`config.mk`:
```
export PLATFORM = sky130hd
export DESIGN_NAME = utx_dbuf_tx
export DESIGN_NICKNAME = d
export VERILOG_FILES = /design/src/rtl/utx_pkg.sv /design/src/rtl/utx_rst_sync.sv /design/src/rtl/utx_hold.sv /design/src/rtl/utx_shift.sv /design/src/rtl/utx_dbuf_tx.sv
export SDC_FILE = /design/constraint.sdc
export NUM_CORES = 1
export LEC_CHECK = 0
export ABC_CLOCK_PERIOD_IN_PS = 1800
export BUFFER_PORTS_ARGS = -buffer_cell sky130_fd_sc_hd__buf_2
export CORE_ASPECT_RATIO = 0.6
export CORE_MARGIN = 1.5
export CORE_UTILIZATION = 45
export DETAILED_ROUTE_END_ITERATION = 10
export GPL_ROUTABILITY_DRIVEN = 0
export GPL_TIMING_DRIVEN = 0
export REMOVE_ABC_BUFFERS = 1
export SYNTH_ARGS = -nofsm -noshare
export SYNTH_HDL_FRONTEND = slang
export SYNTH_SLANG_ARGS = --single-unit
```
`constraint.sdc`:
```
create_clock -name clk -period 1.8 [get_ports clk]
set_input_delay 0 -clock clk [delete_from_list [all_inputs] [get_ports clk]]
set_output_delay 0 -clock clk [all_outputs]
set_load 0.02 [all_outputs]
```
`src/rtl/utx_pkg.sv`:
```
package utx_pkg;
  typedef enum logic [1:0] {
    UTX_M0 = 2'b00,
    UTX_M1 = 2'b01,
    UTX_M2 = 2'b10,
    UTX_M3 = 2'b11
  } utx_mode_e;

  // frames in modes 2 and 3 carry the extra bit
  function automatic logic utx_is_ext(input logic [1:0] m);
    return m[1];
  endfunction
endpackage

```
`src/rtl/utx_rst_sync.sv`:
```
module utx_rst_sync #(
  parameter int STAGES = 2
) (
  input  logic clk,
  input  logic rst_n,
  output logic rst_n_sync
);
  logic [STAGES-1:0] sync_q;

  always_ff @(posedge clk or negedge rst_n) begin
    if (!rst_n) sync_q <= '0;
    else        sync_q <= {sync_q[STAGES-2:0], 1'b1};
  end

  assign rst_n_sync = sync_q[STAGES-1];
endmodule

```
`src/rtl/utx_hold.sv`:
```
module utx_hold #(
  parameter int DW = 8
) (
  input  logic          clk,
  input  logic          rst_n,
  input  logic          put,
  input  logic [DW-1:0] put_data,
  input  logic          put_nine,
  input  logic          put_live,
  input  logic          take,
  output logic          vld,
  output logic [DW-1:0] data,
  output logic          nine,
  output logic          live
);
  logic          vld_q, vld_n;
  logic [DW-1:0] data_q, data_n;
  logic          nine_q, nine_n, live_q, live_n;

  always_comb begin
    vld_n  = vld_q;
    data_n = data_q;
    nine_n = nine_q;
    live_n = live_q;
    if (put) begin
      vld_n  = 1'b1;
      data_n = put_data;
      nine_n = put_nine;
      live_n = put_live;
    end else if (take) begin
      vld_n  = 1'b0;
    end
  end

  always_ff @(posedge clk or negedge rst_n) begin
    if (!rst_n) begin
      vld_q  <= 1'b0;
      data_q <= '0;
      nine_q <= 1'b0;
      live_q <= 1'b0;
    end else begin
      vld_q  <= vld_n;
      data_q <= data_n;
      nine_q <= nine_n;
      live_q <= live_n;
    end
  end

  assign vld  = vld_q;
  assign data = data_q;
  assign nine = nine_q;
  assign live = live_q;
endmodule

```
`src/rtl/utx_shift.sv`:
```
module utx_shift #(
  parameter int DW = 8
) (
  input  logic          clk,
  input  logic          rst_n,
  input  logic          tick,
  input  logic          ld_vld,
  input  logic [DW-1:0] ld_data,
  input  logic          ld_nine,
  input  logic          ld_live,
  input  logic          ld_ext,
  input  logic          live_nine,
  output logic          tx,
  output logic          busy,
  output logic          in_stop,
  output logic          take,
  output logic          stop_begin
);
  localparam int CW = $clog2(DW + 3);
  localparam logic [CW-1:0] IDX_DATA_END = CW'(DW);
  localparam logic [CW-1:0] IDX_NINE     = CW'(DW + 1);
  localparam logic [CW-1:0] IDX_STOP_EXT = CW'(DW + 2);

  logic          busy_q, busy_n;
  logic [CW-1:0] cnt_q, cnt_n, cnt_inc, last_idx;
  logic [DW-1:0] sh_q, sh_n;
  logic          ext_q, ext_n, live_q, live_n, nine_q, nine_n;
  logic          tx_q, tx_n;
  logic          at_last;

  always_comb begin
    last_idx   = ext_q ? IDX_STOP_EXT : IDX_NINE;
    at_last    = busy_q && (cnt_q == last_idx);
    take       = tick && ld_vld && (!busy_q || at_last);
    cnt_inc    = cnt_q + 1'b1;
    busy_n     = busy_q;
    cnt_n      = cnt_q;
    sh_n       = sh_q;
    ext_n      = ext_q;
    live_n     = live_q;
    nine_n     = nine_q;
    tx_n       = tx_q;
    stop_begin = 1'b0;
    if (take) begin
      busy_n = 1'b1;
      cnt_n  = '0;
      sh_n   = ld_data;
      ext_n  = ld_ext;
      live_n = ld_live;
      nine_n = ld_nine;
      tx_n   = 1'b0;
    end else if (tick && at_last) begin
      busy_n = 1'b0;
      tx_n   = 1'b1;
    end else if (tick && busy_q) begin
      cnt_n = cnt_inc;
      if (cnt_inc <= IDX_DATA_END) begin
        tx_n = sh_q[0];
        sh_n = {1'b0, sh_q[DW-1:1]};
      end else if (ext_q && (cnt_inc == IDX_NINE)) begin
        tx_n = live_q ? live_nine : nine_q;
      end else begin
        tx_n = 1'b1;
      end
      stop_begin = (cnt_inc == last_idx);
    end
  end

  always_ff @(posedge clk or negedge rst_n) begin
    if (!rst_n) begin
      busy_q <= 1'b0;
      cnt_q  <= '0;
      sh_q   <= '0;
      ext_q  <= 1'b0;
      live_q <= 1'b0;
      nine_q <= 1'b0;
      tx_q   <= 1'b1;
    end else begin
      busy_q <= busy_n;
      cnt_q  <= cnt_n;
      sh_q   <= sh_n;
      ext_q  <= ext_n;
      live_q <= live_n;
      nine_q <= nine_n;
      tx_q   <= tx_n;
    end
  end

  assign tx      = tx_q;
  assign busy    = busy_q;
  assign in_stop = at_last;
endmodule

```
`src/rtl/utx_dbuf_tx.sv`:
```
module utx_dbuf_tx
  import utx_pkg::*;
#(
  parameter int DW = 8
) (
  input  logic          clk,
  input  logic          rst_n,
  input  logic          baud_tick,
  input  logic [1:0]    mode,
  input  logic          dbuf_en,
  input  logic          wr_data,
  input  logic [DW-1:0] wr_din,
  input  logic          wr_nine,
  input  logic          nine_din,
  input  logic          clr_irq,
  input  logic          clr_wcol,
  output logic          tx,
  output logic          tx_irq,
  output logic          wcol
);
  logic          rst_ni;
  logic          dbuf_eff, nine_now, accept, collide, irq_set;
  logic          nine_q, nine_n, irq_q, irq_n, wcol_q, wcol_n;
  logic          hold_vld, hold_nine, hold_live;
  logic [DW-1:0] hold_data;
  logic          sh_busy, sh_in_stop, take, stop_begin;

  utx_rst_sync #(.STAGES(2)) u_rst (
    .clk(clk), .rst_n(rst_n), .rst_n_sync(rst_ni)
  );

  always_comb begin
    dbuf_eff = dbuf_en && (mode != UTX_M0);
    nine_now = wr_nine ? nine_din : nine_q;
    accept   = wr_data && !hold_vld && (dbuf_eff || !sh_busy || sh_in_stop);
    collide  = wr_data && !accept;
    irq_set  = dbuf_eff ? take : stop_begin;
    nine_n   = nine_now;
    irq_n    = irq_set || (irq_q && !clr_irq);
    wcol_n   = collide || (wcol_q && !clr_wcol);
  end

  always_ff @(posedge clk or negedge rst_ni) begin
    if (!rst_ni) begin
      nine_q <= 1'b0;
      irq_q  <= 1'b0;
      wcol_q <= 1'b0;
    end else begin
      nine_q <= nine_n;
      irq_q  <= irq_n;
      wcol_q <= wcol_n;
    end
  end

  utx_hold #(.DW(DW)) u_hold (
    .clk(clk), .rst_n(rst_ni),
    .put(accept), .put_data(wr_din), .put_nine(nine_now), .put_live(!dbuf_eff),
    .take(take),
    .vld(hold_vld), .data(hold_data), .nine(hold_nine), .live(hold_live)
  );

  utx_shift #(.DW(DW)) u_shift (
    .clk(clk), .rst_n(rst_ni), .tick(baud_tick),
    .ld_vld(hold_vld), .ld_data(hold_data), .ld_nine(hold_nine),
    .ld_live(hold_live), .ld_ext(utx_is_ext(mode)), .live_nine(nine_q),
    .tx(tx), .busy(sh_busy), .in_stop(sh_in_stop),
    .take(take), .stop_begin(stop_begin)
  );

  assign tx_irq = irq_q;
  assign wcol   = wcol_q;
endmodule

```
# After elaboration in Yosys (flattened, before gate mapping)
# Index checks and enable logic that the tools add are counted.
# op_classes
n_addsub,1
order_cmp,1
eq_ne,4
mux,23
reduce_logical,31
# ops
op,n
$mux W8,4
$mux W1,15
$logic_and A1 B1 Y1,12
$mux W4,3
$reduce_bool A2 Y1,5
$eq A4 B4 Y1,2
$logic_not A1 Y1,6
$logic_or A1 B1 Y1,5
$add A4 B1 Y4 const B,1
$eq A4 B4 Y1 const B,1
$le A4 B4 Y1 const B,1
$reduce_and A3 Y1,1
$reduce_bool A3 Y1,1
$mux W2,1
$ne A2 B2 Y1 const B,1
$reduce_and A2 Y1,1
# word_totals
regBits,33
in_bits,19
output_inout_bits,3
word_cells,75

# Longest topological paths before layout
# Gate-level depths: netlist of run 1.
# logic_depth
depth_word,8
mapped_depth,7

# Hierarchy
# From an unflattened synthesis of run 1, not the netlist that was laid out.
# hier_totals
hier_cells,155
hier_area_um2,1692.9
# by_module_without_submodules
module,instances,cells_per_inst,area_each_um2,seq_area_each_um2
utx_shift,1,111,1023.5,426.7
utx_hold,1,24,445.4,275.3
utx_dbuf_tx,1,17,170.2,75.1
utx_rst_sync,1,3,53.8,50.0

# Worst setup path before layout of run 1
# OpenSTA, ideal clock, no wires.
# synth_timing
path_kind,register to register
startpoint,reg u_shift.cnt_q[1]
endpoint,reg u_shift.sh_q[0]
setup_time_ps,125
t_arrival_ps,1825
slack_ps,-150
stages_incl_launch_ff,8
path_buffers,3
synth_period_minus_slack_ps,1950
path_cell_list,dfrtp_1 -> buf_6 -> or3b_1 -> buf_6 -> a31oi_1 -> o221a_2 -> buf_4 -> mux2_2
# synth_between
elab_chain_len,6
word_cells_on_any_way,12
# synth_lines
element,line,text
start: declaration,utx_shift.sv:25,"logic [CW-1:0] cnt_q, cnt_n, cnt_inc, last_idx;"
start signal: assignment,utx_shift.sv:80,cnt_q <= cnt_n;
"parallel branches: the longest is 6 deep, another holds $add A4 B1 Y4",-,
end signal: assignment,utx_shift.sv:81,sh_q <= sh_n;
end: declaration,utx_shift.sv:26,"logic [DW-1:0] sh_q, sh_n;"
# Several ways; the timed one is not identified.
# A chain may end at the register's enable or synchronous reset.

# Final worst setup path of run 1
# layout_timing
startpoint,reg u_shift.cnt_q[1]
endpoint,reg u_shift.sh_q[6]
# The elaborated chain is that of the path after synthesis.

==> results of run 1 <==
[path summary, 6_finish.rpt]
check	end	depth (start not counted)	slack [ps]	start
setup / recovery	u_shift.sh_q[6]	4	-30	u_shift.cnt_q[1]
setup reg to reg	u_shift.sh_q[6]	4	-30	u_shift.cnt_q[1]
max in group asynchronous	u_shift.busy	0	960	u_rst.sync_q[1]
hold reg to reg	u_shift.cnt_q[2]	0	320	u_rst.sync_q[1]
hold / removal	wcol	3	10	clr_wcol
min in group asynchronous	u_rst.sync_q[0]	2	20	rst_n
[metrics by stage]
step / utilization / TNS (ps) / std cells / hold slack, ps
floorplan: - / -4040 / 170 / -296
global placement: 0.497 / -11630 / 251 / -214
detailed placement: 0.497 / -12430 / 251 / -211
CTS: 0.609 / -193 / 289 / 7.93
global route: 0.622 / -1190 / 291 / 15.0
finish: 0.622 / -245 / 291 / 11.7
[final cells by class]
class                   instances  share of cell area
flip-flops and latches         33               0.324
inverters                       9              0.0131
clock inverters                 1             0.00194
repair buffers                 53               0.155
well taps                      60              0.0291
multi-input cells             128               0.440
clock buffers                   7              0.0374
[power by group through the flow]
stage          clock network, uW  logic (uW)  registers [uW]
2_1_floorplan                  0        1230            1330
3_3_place_gp                   0        1490            1410
3_5_place_dp                   0        1540            1420
4_1_cts                      642        2070            1370
5_1_grt                      683        2370            1440
6_report                     630        2210            1410
[cells by family after synthesis]
logic type	Yosys count	synth area share
xor+xnor	1	0.00446
compound gates	48	0.185
simple gates	53	0.167
other cells	1	0.00191
mux	23	0.148
flops	33	0.421
buf+inv	24	0.0605
fa+ha+maj	2	0.0127
[registers in the layout, indices dropped and copies added, names as in the netlist, 2 cells and up]
register	flops
u_hold.data	8
u_shift.sh_q	8
u_shift.cnt_q	4
u_rst.sync_q	2
[metal layers]
| metal | vias up | track usage | routed length [um] |
|---|---|---|---|
| met2 | 88 | 0.358 | 2280 |
| met4 | 0 | 0.107 | 117 |
| li1 | 784 | - | - |
| met3 | 15 | 0.0706 | 388 |
| met5 | - | 0 | 0 |
| met1 | 858 | 0.326 | 2460 |
[worst register-to-register path, cell delays in order (launching register included)]
cell and delay, ps:
dfrtp_2 470, or3b_4 440, a31oi_2 160, o221a_4 320, mux2_4 330
[placed cells by master (no fill, tap or decap), types with 2 or more instances in the layout]
master	instances
buf_2	21
clkbuf_8	7
and4b_1	8
a211o_1	2
nand3b_1	2
dfrtp_2	4
a21oi_1	3
mux2_2	3
a221oi_1	7
nand3_1	17
o21ai_0	10
o211ai_1	7
and2_1	7
a31oi_1	3
buf_6	3
dfrtp_1	27
mux2_4	19
buf_4	16
nand2_1	7
inv_1	9
dlygate4sd3_1	12
a32oi_1	2
a21oi_4	2
[what timing repair did]
item / CTS / global route
resized for setup: 24 / 10
setup buffers: 18 / 2
endpoints found under the setup margin: 30 / 27
endpoints found under the hold margin: 12 / 0
pin swaps: 7 / 1
hold buffers: 12 / 0
cloned: 0 / 0
==> results.cfg, run 1 <==
[cts]
numCtsBuffers = 5
clockBufferDepth = 2
h-tree-depth = 2
clock-root-buffer = clkbuf_8
clk_latency_ps = 290
clk_pin_slew_ps = 70
cts_tree = built
clock_sinks = 33

[synthesis]
synth_top_area_share = 0.407
synthDistinctLibCells = 43
ys_ff_latch = 33
ys.flop_type = dfrtp_1
synth.avg_cell_area_um2 = 10.6
synth_edf_count = 0
synth_top_cell_by_area = dfrtp_1
yosysSeqAreaShare = 0.421
post_synth_main_area_contributors = dfrtp_1 41%, mux2_2 7.4%, mux2_4 6.9%
syn-cell-area_um2 = 1970
async_flop_share = 1.00
yosys_warnings = 0
ys_top_cells_by_count = 32 x dfrtp_1, 17 x nand3_1, 13 x mux2_2
synth_most_common_cell = dfrtp_1
netlist_instances = 185

[grt]
grt_pass1_wl_um = 8200
grt_max_degree = 32
antenna_found_initial = 0
first_global_vias = 1678
grt_use_total = 0.240
grt_remaining_overflow = 0

[route]
routed_wl_um = 5250
vias_per_cell = 6.00
drc_errors = 0
first_pass_iters = 4
vias = 1745
final_antenna_net_count = 0
wl_per_cell_um = 18.0
drtIter0Drc = 198

[setup_path]
cp-end-kind = register
path_buf_inv = 0
slowest_delay_ps = 470
cp_slowest_cell = dfrtp_2
crit_type = register to register
crit_fanout = 8
critPathTopFamily = compound AO/OA/AOI/OAI gates
critical_path_required_ps = 1970
cp-start-kind = register
path_cells = or3b_4, a31oi_2, o221a_4, mux2_4
arrival_ps = 2000

[floorplan]
dieArea_um2 = 4790
die_w_um = 88.3
dieHeight_um = 54.2
start_util = 0.474
ios = 22
design.core.area_um2 = 4140
num_rows = 18

[timing]
fin_crit_ps = 1830
fmax_mhz = 545
finalCritPeriodShare = 1.02
worst_clock_skew_ps = 10.1
slew_headroom = 0.530
rsz0062_at_grt = yes
hold_violations = 0
fin_ws_ps = -34.9
setup_viol = 13
slew_violations = 0
tightest_slew_ps = 706

[power_and_ir_drop]
p_int_uw = 2600
power_density_nw_per_um2 = 1650
combPwrFrac = 0.520
power_uw = 4250
swShare = 0.388
p_leak_uw = 0.00117
p_sw_uw = 1650
clkPwrFrac = 0.148
pwr-share-seq = 0.331
peakVddDrop_uv = 777

[placed_design]
place_area_um2 = 2060
numPortBuffers = 21
dp_hpwl_um = 2990
post-place-ws_ps = -638

[cells_and_area]
fillers = 340
fin_area_um2 = 2580
nets = 251
antenna_cells = 0
register_area_um2 = 836
areaGrowthSynthToFinish_pct = 31.2
drive_gt1_frac = 0.394
multi_input_area_um2 = 1130

[worst_hold_path]
min_path_type = input port to register

[outcome]
status = finished, violations left
violations = setup timing

[run]
cap_violations = 0
(Power assumes the default switching activity.)
==> run 2, diff against run 1 <==
--- a/config.mk
+++ b/config.mk
@@ -13,6 +13,7 @@
 export DETAILED_ROUTE_END_ITERATION = 10
 export GPL_ROUTABILITY_DRIVEN = 0
 export GPL_TIMING_DRIVEN = 0
+export RECOVER_POWER = 25
 export REMOVE_ABC_BUFFERS = 1
 export SYNTH_ARGS = -nofsm -noshare
 export SYNTH_HDL_FRONTEND = slang
==> run 2 against run 1 <==
Combinational power barely moved. Die area did not move. Critical path depth did not move. Sequential power barely moved. Sequential share of layout area barely moved. Clock skew rose by 1.2 ps. The run still ends with setup timing left. Worst setup slack got worse by 1.6 ps. First-iteration DRC count did not move. Cell count did not move. Sequential cell count did not move. Hold slack got worse by 4.5 ps. Critical path type unchanged. Routed wire length fell by 0.27%.
==> results.cfg, run 2 (same netlist as run 1, synthesis figures left out) <==
[setup_path]
reg2reg_from = u_shift.cnt_q[1]
path_cells = or3b_4, a31oi_2, o221a_4, mux2_4
cp-end-kind = register
critPathTopFamily = compound AO/OA/AOI/OAI gates
path_buf_inv = 0
crit_type = register to register
arrival_ps = 2000
reg2reg_to = u_shift.sh_q[6]
cp_slowest_cell = dfrtp_2
rrSetupSlack_ps = -40
crit_cells = 4
cp-start-kind = register
crit_fanout = 8
slowest_delay_ps = 470
critical_path_required_ps = 1970
r2r_cells = 4

[timing]
setup_viol = 13
finalCritPeriodShare = 1.02
tightest_slew_ps = 1270
slew_headroom = 0.152
hold_violations = 0
fin_ws_ps = -36.4
rsz0062_at_grt = yes
hold_slack_ps = 7.25
fin_crit_ps = 1840
fmax_mhz = 545
worst_clock_skew_ps = 11.3
slew_violations = 0

[placed_design]
place_area_um2 = 2060
placed_cells = 251
dp_hpwl_um = 2990
numPortBuffers = 21

[route]
vias_per_cell = 6.00
drtIter0Drc = 198
vias = 1746
routed_wl_um = 5230
drc_errors = 0
first_pass_iters = 4
final_antenna_net_count = 0
wl_per_cell_um = 18.0

[power_and_ir_drop]
power_uw = 4240
peakVddDrop_uv = 776
p_leak_uw = 0.00117
power_density_nw_per_um2 = 1650

[cells_and_area]
nets = 251
layout_commonest_cell = dfrtp_1
register_area_um2 = 835
antenna_cells = 0
fillers = 342
final_cell_mix = 28 x dfrtp_1, 19 x mux2_4, 18 x buf_2, 17 x nand3_1, 16 x buf_4
areaGrowthSynthToFinish_pct = 30.9
fin_area_um2 = 2570
multi_input_area_um2 = 1130
drive_gt1_frac = 0.377
fin_cells = 291

[grt]
grt_use_total = 0.240
grt_remaining_overflow = 0
antenna_found_initial = 0
grt_pass1_wl_um = 8200
grt_max_degree = 32
first_global_vias = 1678

[worst_hold_path]
min_to = wcol
hold_start = clr_wcol
min_path_type = input port to register
worstHoldPathCells = 3

[cts]
numCtsBuffers = 5
clock_sinks = 33
clock-root-buffer = clkbuf_8
cts_tree = built
h-tree-depth = 2
clk_pin_slew_ps = 80
clk_latency_ps = 290
clockBufferDepth = 2

[floorplan]
start_util = 0.474
num_rows = 18
die_w_um = 88.3
dieHeight_um = 54.2
design.core.area_um2 = 4140
ios = 22
dieArea_um2 = 4790

[outcome]
violations = setup timing
status = finished, violations left

[run]
cap_violations = 0
run 2: cell types whose count changed in the layout (fill, tap and decap cells not counted), sizes merged:
cell,change
buf,-3
clkbuf,+3
run 2: through the flow:
| step | utilization | TNS [ps] | setup slack, ps |
|---|---|---|---|
| after floorplan | - | -4040 | -226 |
| after global placement | 0.497 | -11630 | -602 |
| after detailed placement | 0.497 | -12430 | -638 |
| after CTS | 0.609 | -193 | -24.1 |
| after global routing | 0.621 | -1190 | -89.5 |
| final | 0.621 | -261 | -36.4 |
run 2: worst reg2reg max path: stages, from the launching register on:
cell and delay, ps:
dfrtp_2 470, or3b_4 440, a31oi_2 160, o221a_4 320
mux2_4 330
run 2: final cells by class:
cell class | instances | area share
Multi-Input combinational cell | 128 | 0.440
Sequential cell | 33 | 0.324
Timing Repair Buffer | 53 | 0.154
Clock buffer | 7 | 0.0374
Tap cell | 60 | 0.0292
Inverter | 9 | 0.0131
Clock inverter | 1 | 0.00194
run 2: worst max path at each step:
stage,startpoint,endpoint,slack [ps]
floorplan,u_shift.cnt_q[0],u_hold.data[0],-230
global placement,u_shift.cnt_q[0],u_hold.data[2],-600
detailed placement,u_shift.cnt_q[0],u_hold.data[2],-640
CTS,u_shift.cnt_q[1],u_shift.sh_q[6],-20
global route,u_shift.cnt_q[2],u_shift.sh_q[6],-90
finish,u_shift.cnt_q[1],u_shift.sh_q[6],-40
run 2: per-layer routing:
metal	GRT usage	share of wire	vias up
met2	0.358	0.43	82
met5	0	0	-
li1	-	-	784
met3	0.0706	0.075	15
met1	0.326	0.47	865
met4	0.107	0.022	0
run 2: timing repair:
action,in CTS,in global routing
buffers inserted,18,2
endpoints found under the hold margin,12,0
setup endpoints to repair,30,27
resized for setup,24,10
hold buffers,12,0
gates cloned,0,0
pin swaps,7,1
run 2: power by group:
part	leakage, uW	internal, uW	total [uW]	switching (uW)
combinational	0.000734	1190	2210	1020
sequential	0.000377	1060	1410	345
clock	0.0000542	346	631	285
